===== config.mk =====
export PLATFORM = sky130hd
export DESIGN_NAME = stack_bank_ctrl
export DESIGN_NICKNAME = d
export VERILOG_FILES = /design/src/rtl/stkctl_pkg.sv /design/src/rtl/stk_nest_tracker.sv /design/src/rtl/stk_ctl_bits.sv /design/src/rtl/stk_sp_reg.sv /design/src/rtl/stack_bank_ctrl.sv
export SDC_FILE = /design/constraint.sdc
export NUM_CORES = 1
export LEC_CHECK = 0
export BUFFER_PORTS_ARGS = -buffer_cell sky130_fd_sc_hd__buf_2
export CORE_ASPECT_RATIO = 1.2
export CORE_MARGIN = 10
export CORE_UTILIZATION = 37
export DETAILED_ROUTE_END_ITERATION = 8
export HOLD_SLACK_MARGIN = 0.03
export PLACE_DENSITY = 0.69
export RECOVER_POWER = 100
export SYNTH_ARGS = -nofsm -noshare
export SYNTH_HDL_FRONTEND = slang
export SYNTH_SLANG_ARGS = --single-unit

===== constraint.sdc =====
create_clock -name clk -period 3.9 [get_ports clk]
set_input_delay 0.78 -clock clk [delete_from_list [all_inputs] [get_ports clk]]
set_output_delay 0.78 -clock clk [all_outputs]
set_load 0.01 [all_outputs]

===== src/rtl/stkctl_pkg.sv =====
package stkctl_pkg;

  typedef enum logic {
    MODE_THREAD  = 1'b0,
    MODE_HANDLER = 1'b1
  } exec_mode_e;

  typedef enum logic [1:0] {
    NEST_HOLD = 2'd0,
    NEST_UP   = 2'd1,
    NEST_DN   = 2'd2,
    NEST_BAD  = 2'd3
  } nest_op_e;

  typedef struct packed {
    logic sel_proc;
    logic unpriv;
  } ctl_bits_t;

  // Decide what a pair of nesting strobes does to the depth counter.
  function automatic nest_op_e nest_decide(input logic up, input logic dn,
                                           input logic at_zero, input logic at_max);
    nest_op_e op;
    if (up && dn)      op = NEST_HOLD;
    else if (up)       op = at_max  ? NEST_BAD : NEST_UP;
    else if (dn)       op = at_zero ? NEST_BAD : NEST_DN;
    else               op = NEST_HOLD;
    return op;
  endfunction

endpackage


===== src/rtl/stk_nest_tracker.sv =====
module stk_nest_tracker
  import stkctl_pkg::*;
#(
  parameter int DEPTH_W = 3
) (
  input  logic               clk,
  input  logic               rst_n,
  input  logic               enter_i,
  input  logic               leave_i,
  output logic [DEPTH_W-1:0] depth_o,
  output exec_mode_e         mode_o,
  output logic               bad_strobe_o,
  output logic               err_o
);
  localparam logic [DEPTH_W-1:0] DEPTH_MAX = {DEPTH_W{1'b1}};

  logic [DEPTH_W-1:0] depth_q;
  logic               err_q;
  nest_op_e           op;

  always_comb begin
    op           = nest_decide(enter_i, leave_i, depth_q == '0, depth_q == DEPTH_MAX);
    bad_strobe_o = (op == NEST_BAD);
  end

  always_ff @(posedge clk) begin
    if (!rst_n) begin
      depth_q <= '0;
      err_q   <= 1'b0;
    end else begin
      err_q <= (op == NEST_BAD);
      case (op)
        NEST_UP: depth_q <= depth_q + 1'b1;
        NEST_DN: depth_q <= depth_q - 1'b1;
        default: depth_q <= depth_q;
      endcase
    end
  end

  assign depth_o = depth_q;
  assign mode_o  = (depth_q != '0) ? MODE_HANDLER : MODE_THREAD;
  assign err_o   = err_q;
endmodule


===== src/rtl/stk_ctl_bits.sv =====
module stk_ctl_bits
  import stkctl_pkg::*;
(
  input  logic       clk,
  input  logic       rst_n,
  input  logic       wr_en_i,
  input  ctl_bits_t  wr_data_i,
  input  logic       priv_now_i,
  input  exec_mode_e mode_i,
  output ctl_bits_t  ctl_o,
  output logic       take_unpriv_o,
  output logic       take_sel_o
);
  ctl_bits_t ctl_q;

  always_comb begin
    take_unpriv_o = wr_en_i && priv_now_i;
    take_sel_o    = wr_en_i && priv_now_i && (mode_i == MODE_THREAD);
  end

  always_ff @(posedge clk) begin
    if (!rst_n) begin
      ctl_q <= '0;
    end else begin
      if (take_unpriv_o) ctl_q.unpriv   <= wr_data_i.unpriv;
      if (take_sel_o)    ctl_q.sel_proc <= wr_data_i.sel_proc;
    end
  end

  assign ctl_o = ctl_q;
endmodule


===== src/rtl/stk_sp_reg.sv =====
module stk_sp_reg #(
  parameter int              SP_W = 32,
  parameter logic [SP_W-1:0] INIT = '0
) (
  input  logic            clk,
  input  logic            rst_n,
  input  logic            named_en_i,
  input  logic            named_ok_i,
  input  logic [SP_W-1:0] named_data_i,
  input  logic            port_en_i,
  input  logic            port_hit_i,
  input  logic [SP_W-1:0] port_data_i,
  output logic [SP_W-1:0] value_o,
  output logic            took_named_o,
  output logic            took_port_o
);
  function automatic logic [SP_W-1:0] word_align(input logic [SP_W-1:0] v);
    return {v[SP_W-1:2], 2'b00};
  endfunction

  logic [SP_W-1:0] val_q;

  always_comb begin
    took_named_o = named_en_i && named_ok_i;
    took_port_o  = port_en_i && port_hit_i && !took_named_o;
  end

  always_ff @(posedge clk) begin
    if (!rst_n)            val_q <= word_align(INIT);
    else if (took_named_o) val_q <= word_align(named_data_i);
    else if (took_port_o)  val_q <= word_align(port_data_i);
  end

  assign value_o = val_q;
endmodule


===== src/rtl/stack_bank_ctrl.sv =====
module stack_bank_ctrl
  import stkctl_pkg::*;
#(
  parameter int              SP_W     = 32,
  parameter int              DEPTH_W  = 3,
  parameter int              CTL_W    = 32,
  parameter logic [SP_W-1:0] MSP_INIT = 32'h2000_0400,
  parameter logic [SP_W-1:0] PSP_INIT = '0
) (
  input  logic             clk,
  input  logic             rst_n,
  input  logic             exc_enter,
  input  logic             exc_leave,
  input  logic             ctl_wr_en,
  input  logic [1:0]       ctl_wr_data,
  input  logic             msp_wr_en,
  input  logic             psp_wr_en,
  input  logic [SP_W-1:0]  sp_wr_data,
  input  logic             act_wr_en,
  input  logic [SP_W-1:0]  act_wr_data,
  output logic [SP_W-1:0]  active_sp,
  output logic             in_handler,
  output logic             privileged,
  output logic [CTL_W-1:0] ctl_rdata,
  output logic             nest_err
);
  localparam int N_BANK  = 2;
  localparam int BANK_M  = 0;
  localparam int BANK_P  = 1;
  localparam int CTL_PAD = CTL_W - 2;

  exec_mode_e         cur_mode;
  logic [DEPTH_W-1:0] nest_depth;
  logic               bad_strobe;
  ctl_bits_t          ctl_cur;
  logic               priv_now;
  logic               use_proc;
  logic               take_unpriv;
  logic               take_sel;

  logic [SP_W-1:0]   bank_val   [N_BANK];
  logic [N_BANK-1:0] bank_named;
  logic [N_BANK-1:0] bank_ok;
  logic [N_BANK-1:0] bank_hit;
  logic [N_BANK-1:0] took_named;
  logic [N_BANK-1:0] took_port;
  logic [SP_W-1:0]   msp_val;
  logic [SP_W-1:0]   psp_val;

  stk_nest_tracker #(.DEPTH_W(DEPTH_W)) u_nest (
    .clk         (clk),
    .rst_n       (rst_n),
    .enter_i     (exc_enter),
    .leave_i     (exc_leave),
    .depth_o     (nest_depth),
    .mode_o      (cur_mode),
    .bad_strobe_o(bad_strobe),
    .err_o       (nest_err)
  );

  always_comb begin
    priv_now = (cur_mode == MODE_HANDLER) || !ctl_cur.unpriv;
    use_proc = (cur_mode == MODE_THREAD) && ctl_cur.sel_proc;
  end

  stk_ctl_bits u_ctl (
    .clk          (clk),
    .rst_n        (rst_n),
    .wr_en_i      (ctl_wr_en),
    .wr_data_i    (ctl_bits_t'(ctl_wr_data)),
    .priv_now_i   (priv_now),
    .mode_i       (cur_mode),
    .ctl_o        (ctl_cur),
    .take_unpriv_o(take_unpriv),
    .take_sel_o   (take_sel)
  );

  always_comb begin
    bank_named[BANK_M] = msp_wr_en;
    bank_named[BANK_P] = psp_wr_en;
    bank_ok[BANK_M]    = 1'b1;
    bank_ok[BANK_P]    = priv_now;
    bank_hit[BANK_M]   = !use_proc;
    bank_hit[BANK_P]   = use_proc;
  end

  for (genvar g = 0; g < N_BANK; g++) begin : g_bank
    stk_sp_reg #(
      .SP_W(SP_W),
      .INIT((g == BANK_M) ? MSP_INIT : PSP_INIT)
    ) u_sp (
      .clk         (clk),
      .rst_n       (rst_n),
      .named_en_i  (bank_named[g]),
      .named_ok_i  (bank_ok[g]),
      .named_data_i(sp_wr_data),
      .port_en_i   (act_wr_en),
      .port_hit_i  (bank_hit[g]),
      .port_data_i (act_wr_data),
      .value_o     (bank_val[g]),
      .took_named_o(took_named[g]),
      .took_port_o (took_port[g])
    );
  end

  assign msp_val    = bank_val[BANK_M];
  assign psp_val    = bank_val[BANK_P];
  assign active_sp  = use_proc ? psp_val : msp_val;
  assign in_handler = (cur_mode == MODE_HANDLER);
  assign privileged = priv_now;
  assign ctl_rdata  = {{CTL_PAD{1'b0}}, ctl_cur.sel_proc, ctl_cur.unpriv};
endmodule


=== Word level (Yosys, flattened, before mapping) ===
Index checks and enable logic that the tools add are counted.

* Bitwise operators: 1
* Reductions and logical operators: 19
* Muxes and demuxes: 12
* Equality and inequality tests: 4
* $add $sub $neg: 2

{| class="wikitable"
|+ Operator list
! cell !! number
|-
| two-way mux 32 bit || 5
|-
| logical AND 1 bit || 9
|-
| two-way mux 2 bit || 4
|-
| one-hot mux 3 bit (2 select lines) || 1
|-
| nonzero test 2 bit || 3
|-
| == test 2 bit, second input constant || 2
|-
| zero test 1 bit || 4
|-
| adder 3 x 1 -> 3 bit, second input constant || 1
|-
| == test 3 bit, second input constant || 1
|-
| zero test 3 bit || 1
|-
| nonzero test 3 bit || 1
|-
| subtractor 3 x 1 -> 3 bit, second input constant || 1
|-
| == test 2 x 1 -> 1 bit, second input constant || 1
|-
| two-way mux 1 bit || 2
|-
| logical OR 1 bit || 1
|-
| NOT 1 bit || 1
|}

* Bits in registers: 66
* Input port bits: 74
* Logic and storage cells: 44

=== Depth between registers and ports, before layout ===
* Word-level depth: 9
* Mapped depth: 8
* Gate-level depth less buffers: 8

=== Hierarchy ===
Synthesis repeated with hierarchy kept, for this count alone.

* Cells, all modules: 432
* Area total of the unflattened synthesis: 4,321.6 um^2

{| class="wikitable"
|+ By module, submodules not included
! module !! instances !! cells an instance !! area an instance (um^2) !! sequential area each (um^2)
|-
| stk_sp_reg (g_bank[1].u_sp) || 1 || 189 || 1,845.5 || 600.6
|-
| stk_sp_reg (g_bank[0].u_sp) || 1 || 139 || 1,371.3 || 600.6
|-
| stack_bank_ctrl || 1 || 71 || 767.0 || 0.0
|-
| stk_nest_tracker || 1 || 23 || 237.7 || 80.1
|-
| stk_ctl_bits || 1 || 10 || 100.1 || 40.0
|}

=== Least setup slack after synthesis ===
No wires, ideal clock.

* Path type: input -> register
* Start point: input exc_enter
* End point: register u_nest.depth_q[2] (netlist: u_nest.depth_o[2])
* Buffers on the path: 0
* Slack: 1.591 ns
* Library setup time: 0.072 ns
* Arrival: 2.236 ns
* Cell stages on the path: 7
* Data required time: 3.828 ns
* Cell sequence: nand2b_1 o21a_1 ha_1 fa_1 xnor2_1 or3_1 a21oi_1

* Longest elaborated chain between the ends: 4
* Elaborated cells between the ends (all ways): 7
* Those cells by class: eq/ne: 2; mux: 3; reduce/logical: 2

{| class="wikitable"
|+ Ends and longest elaborated chain
! element !! RTL line !! source
|-
| start: declaration || stack_bank_ctrl.sv:12 || <nowiki>input logic exc_enter,</nowiki>
|-
| two-way mux 2 bit / logical AND 1 bit (equally long branches) || stkctl_pkg.sv:25, stkctl_pkg.sv:24 ||
|-
| two-way mux 2 bit (*) || stkctl_pkg.sv:24 || <nowiki>if (up && dn) op = NEST_HOLD;</nowiki>
|-
| == test 2 bit / == test 2 x 1 -> 1 bit (equally long branches) || stk_nest_tracker.sv:32 || <nowiki>case (op)</nowiki>
|-
| one-hot mux 3 bit (2 select lines) / nonzero test 2 bit (equally long branches) || -- ||
|-
| end signal: assignment || stk_nest_tracker.sv:33 || <nowiki>NEST_UP: depth_q <= depth_q + 1'b1;</nowiki>
|-
| end signal: assignment || stk_nest_tracker.sv:34 || <nowiki>NEST_DN: depth_q <= depth_q - 1'b1;</nowiki>
|-
| end signal: assignment || stk_nest_tracker.sv:35 || <nowiki>default: depth_q <= depth_q;</nowiki>
|-
| end: declaration || stk_nest_tracker.sv:17 || <nowiki>logic [DEPTH_W-1:0] depth_q;</nowiki>
|}

Every way passes the cells marked *; elsewhere a longest branch is shown, timed or not.
A chain may end at the register's enable or synchronous reset.

=== Worst setup path after layout ===
* Start point: register u_nest.depth_q[0] (netlist: u_nest.depth_o[0])
* End point: register g_bank[0].u_sp.val_q[24]

* Longest elaborated chain between the ends: 8

{| class="wikitable"
|+ Ends and longest elaborated chain
! element !! RTL line !! source
|-
| nonzero test 3 bit || stk_nest_tracker.sv:41 || <nowiki>assign mode_o = (depth_q != '0) ? MODE_HANDLER : MODE_THREAD;</nowiki>
|-
| two-way mux 1 bit || stk_nest_tracker.sv:41 ||
|-
| NOT 1 bit || stack_bank_ctrl.sv:63 || <nowiki>use_proc = (cur_mode == MODE_THREAD) && ctl_cur.sel_proc;</nowiki>
|-
| logical AND 1 bit || stack_bank_ctrl.sv:63 ||
|-
| zero test 1 bit || stack_bank_ctrl.sv:83 || <nowiki>bank_hit[BANK_M] = !use_proc;</nowiki>
|-
| logical AND 1 bit (2 in a row) || stk_sp_reg.sv:25 || <nowiki>took_port_o = port_en_i && port_hit_i && !took_named_o;</nowiki>
|-
| nonzero test 2 bit (no line) || -- ||
|-
| end signal: assignment || stk_sp_reg.sv:29 || <nowiki>if (!rst_n) val_q <= word_align(INIT);</nowiki>
|-
| end signal: assignment || stk_sp_reg.sv:30 || <nowiki>else if (took_named_o) val_q <= word_align(named_data_i);</nowiki>
|-
| end signal: assignment || stk_sp_reg.sv:31 || <nowiki>else if (took_port_o) val_q <= word_align(port_data_i);</nowiki>
|-
| end: declaration || stk_sp_reg.sv:21 || <nowiki>logic [SP_W-1:0] val_q;</nowiki>
|}

Every way passes these cells.

==> flow_summary_export.csv <==
group,metric,value,unit
global_routing,grt_max_degree,88,
synthesis,muxShareOfSynthArea,23.28,%
global_routing,grt_overflow,0,
timing,drv_slew,88,
layout,final_common_cell,"buf_2",
timing,whs,455.9,ps
drt,drtPass1Iterations,4,
timing,finalSetupViolations,0,
timing,tns,0,ps
synthesis,ys_seq_area_share,31.93,%
synthesis,syn_inst,445,
critical_path,endpoint_kind,"flip-flop",
synthesis,synth.avg_cell_area,9.298,sq um
critical_path,cp_data_required_time,4140,ps
timing,max_freq,0.3226,GHz
die,initial_core_util,37.67,%
cts,clkTransAtPathRegs,60,ps
die,coreArea,10980,sq um
die,num_io_pins,141,
cts,cts_tree,"yes",
layout,fin_area,4762,sq um
synthesis,synth_compound_area_share,14.39,%
power,ir_drop,0.2271,mV
timing,fin_crit_sh,79.47,%
job,drv_cap,1,
cts,clock_sinks,66,
die,die_w,116.5,um
timing,worst_slew_pin_slew,1730,ps
synthesis,yosys_warnings,0,
layout,n_antenna_cell,0,
timing,hold_viol,0,
cts,htreeDepth,3,
layout,n_fill_cell,1109,
timing,fin_skew,7.173,ps
cts,post_cts_resized,0,
synthesis,synth_area,4138,sq um
cts,cts_made_buffers,9,
cts,cts_buffer_depth,2,
global_routing,gr-usage-all-layers,14.13,%
drt,antenna_left,0,
place,place_area,4566,sq um
drt,vias,3492,
synthesis,yosysUniqueCellTypes,36,
drt,wl_per_cell,17.15,um
worst_hold_path,holdCritPathClass,"flip-flop to flip-flop",
synthesis,ys_ff_latch,66,
outcome,status,"finished with violations",
place,portBuffers,104,
power,power.density,422.7,nW/um^2
power,p_leak,0.002175,uW
critical_path,start_kind,"flip-flop",
timing,slew_headroom,-15.36,%
global_routing,grt_pass1_vias,3661,
cts,clkLatencyLatePin,330,ps
die,die_y,135.8,um
cts,post_cts_buffers,0,
layout,area_growth,15.09,%
drt,remaining_drc_errors,0,
synthesis,synthAdderAreaFrac,1.089,%
critical_path,cp.arrival,3340,ps
synthesis,synth_xor_area_share,0.4233,%
critical_path,critPathKind,"flip-flop to flip-flop",
critical_path,cp_max_fo,40,
layout,layout_common_cells,"buf_2 (69), dfxtp_1 (66), mux2_2 (58), nand2_1 (57), clkbuf_1 (36)",
layout,nNetsFinal,599,
global_routing,antenna_found_initial,0,
layout,drive_gt1_share,28.27,%
power,p_total,2013,uW
synthesis,synth_top_family_by_area,"multiplexers",
cts,clock-root-buffer,"clkbuf_16",
die,rows,42,
drt,drt_iter0_markers,205,
synthesis,synthSimpleGateAreaFrac,17.90,%
timing,rsz0062_at_grt,"no",
global_routing,grt_first_pass_wirelength,18040,um
outcome,violations,"max-capacitance violations, max-slew violations",
cts,cts_hold_buffers,0,
drt,viasPerCell,5.299,
place,gp_congestion,0.7533,
die,die-area,15830,sq um
timing,fin_crit,3099,ps
drt,wirelength,11300,um
place,detailedPlacementHpwl,7602,um
layout,utilization,43.36,%
[per-layer routing]
metal / up-vias / routed length [um] / GRT usage (%)
li1: 1684 / - / -
met1: 1696 / 4910 / 17.06
met2: 100 / 5485 / 23.20
met3: 12 / 715 / 3.483
met4: 0 / 192 / 6.121
met5: - / 0 / 0
[power by group]
part | internal [uW] | total, uW | switching, uW
clock network | 431 | 731 | 300
registers | 747 | 785 | 38.2
logic | 221 | 497 | 276
total | 1400 | 2010 | 614
[cell type report]
cell class	count	area (sq um)	area share [%]
multi-input cells	330	2467	51.81
flip-flops and latches	66	1321	27.75
repair buffers	110	516.7	10.85
clock buffers	10	229.0	4.808
well taps	132	165.2	3.468
clock inverters	6	43.79	0.9196
inverters	5	18.77	0.3941
[kinds of logic (layout without fill, tap and decap cells)]
family,after synthesis,count (layout)
adders and majority gates,3,3
and+or+nand+nor,133,133
buffers and inverters,80,131
AOI/OAI and AO/OA,71,71
xor gates and xnor gates,2,2
DFF,66,66
muxes,89,89
other,1,32
[through the flow]
| step | setup slack [ps] | instances |
|---|---|---|
| floorplan | 1591 | 476 |
| global placement | 1392 | 643 |
| detailed placement | 1347 | 643 |
| CTS | 1038 | 659 |
| global route | 543.1 | 659 |
| finish | 800.5 | 659 |
[Yosys cell counts (all sizes together)]
cell	instances	area share, %
inv	4	0.36
nor3	1	0.12
o31ai	1	0.18
buf	41	7.3
and3	30	4.5
dfxtp	66	32
o311a	30	7.3
conb	1	0.091
and2	2	0.36
a21oi	3	0.36
nor2b	2	0.30
or3	1	0.15
or4b	1	0.24
nand4b	1	0.21
clkbuf	34	3.1
a21boi	30	5.4
xor2	1	0.21
fa	1	0.48
nor4b	1	0.57
o21a	1	0.18
nand3	1	0.12
nand2b	2	0.30
a211oi	2	0.36
mux2	58	16
mux2i	31	7.5
nand3b	30	5.4
ha	2	0.60
nand2	57	5.2
clkinv	1	0.091
nor2	4	0.36
o21ba	1	0.24
xnor2	1	0.21
o21ai	3	0.36
[worst paths after layout]
| kind | to | from | depth (start not counted) | slack, ps |
|---|---|---|---|---|
| setup reg to reg | g_bank[0].u_sp.value_o[24] | u_nest.depth_o[0] | 5 | 800 |
| hold reg to reg | g_bank[0].u_sp.value_o[2] | g_bank[0].u_sp.value_o[2] | 2 | 460 |
| setup / recovery | g_bank[0].u_sp.value_o[24] | u_nest.depth_o[0] | 5 | 800 |
| hold / removal | g_bank[0].u_sp.value_o[2] | g_bank[0].u_sp.value_o[2] | 2 | 460 |
[registers in the layout, summed over array words and instances (netlist names)]
signal / count
u_nest.err_o: 1
u_ctl.ctl_o: 2
g_bank.u_sp.value_o: 60
u_nest.depth_o: 3
[critical path: stages (launching register included)]
cell	delay, ps
dfxtp_1	370
nor4b_1	410
buf_4	430
o21ba_1	830
clkbuf_2	670
mux2i_1	260
Note: power is estimated with default switching activity, not from simulation.
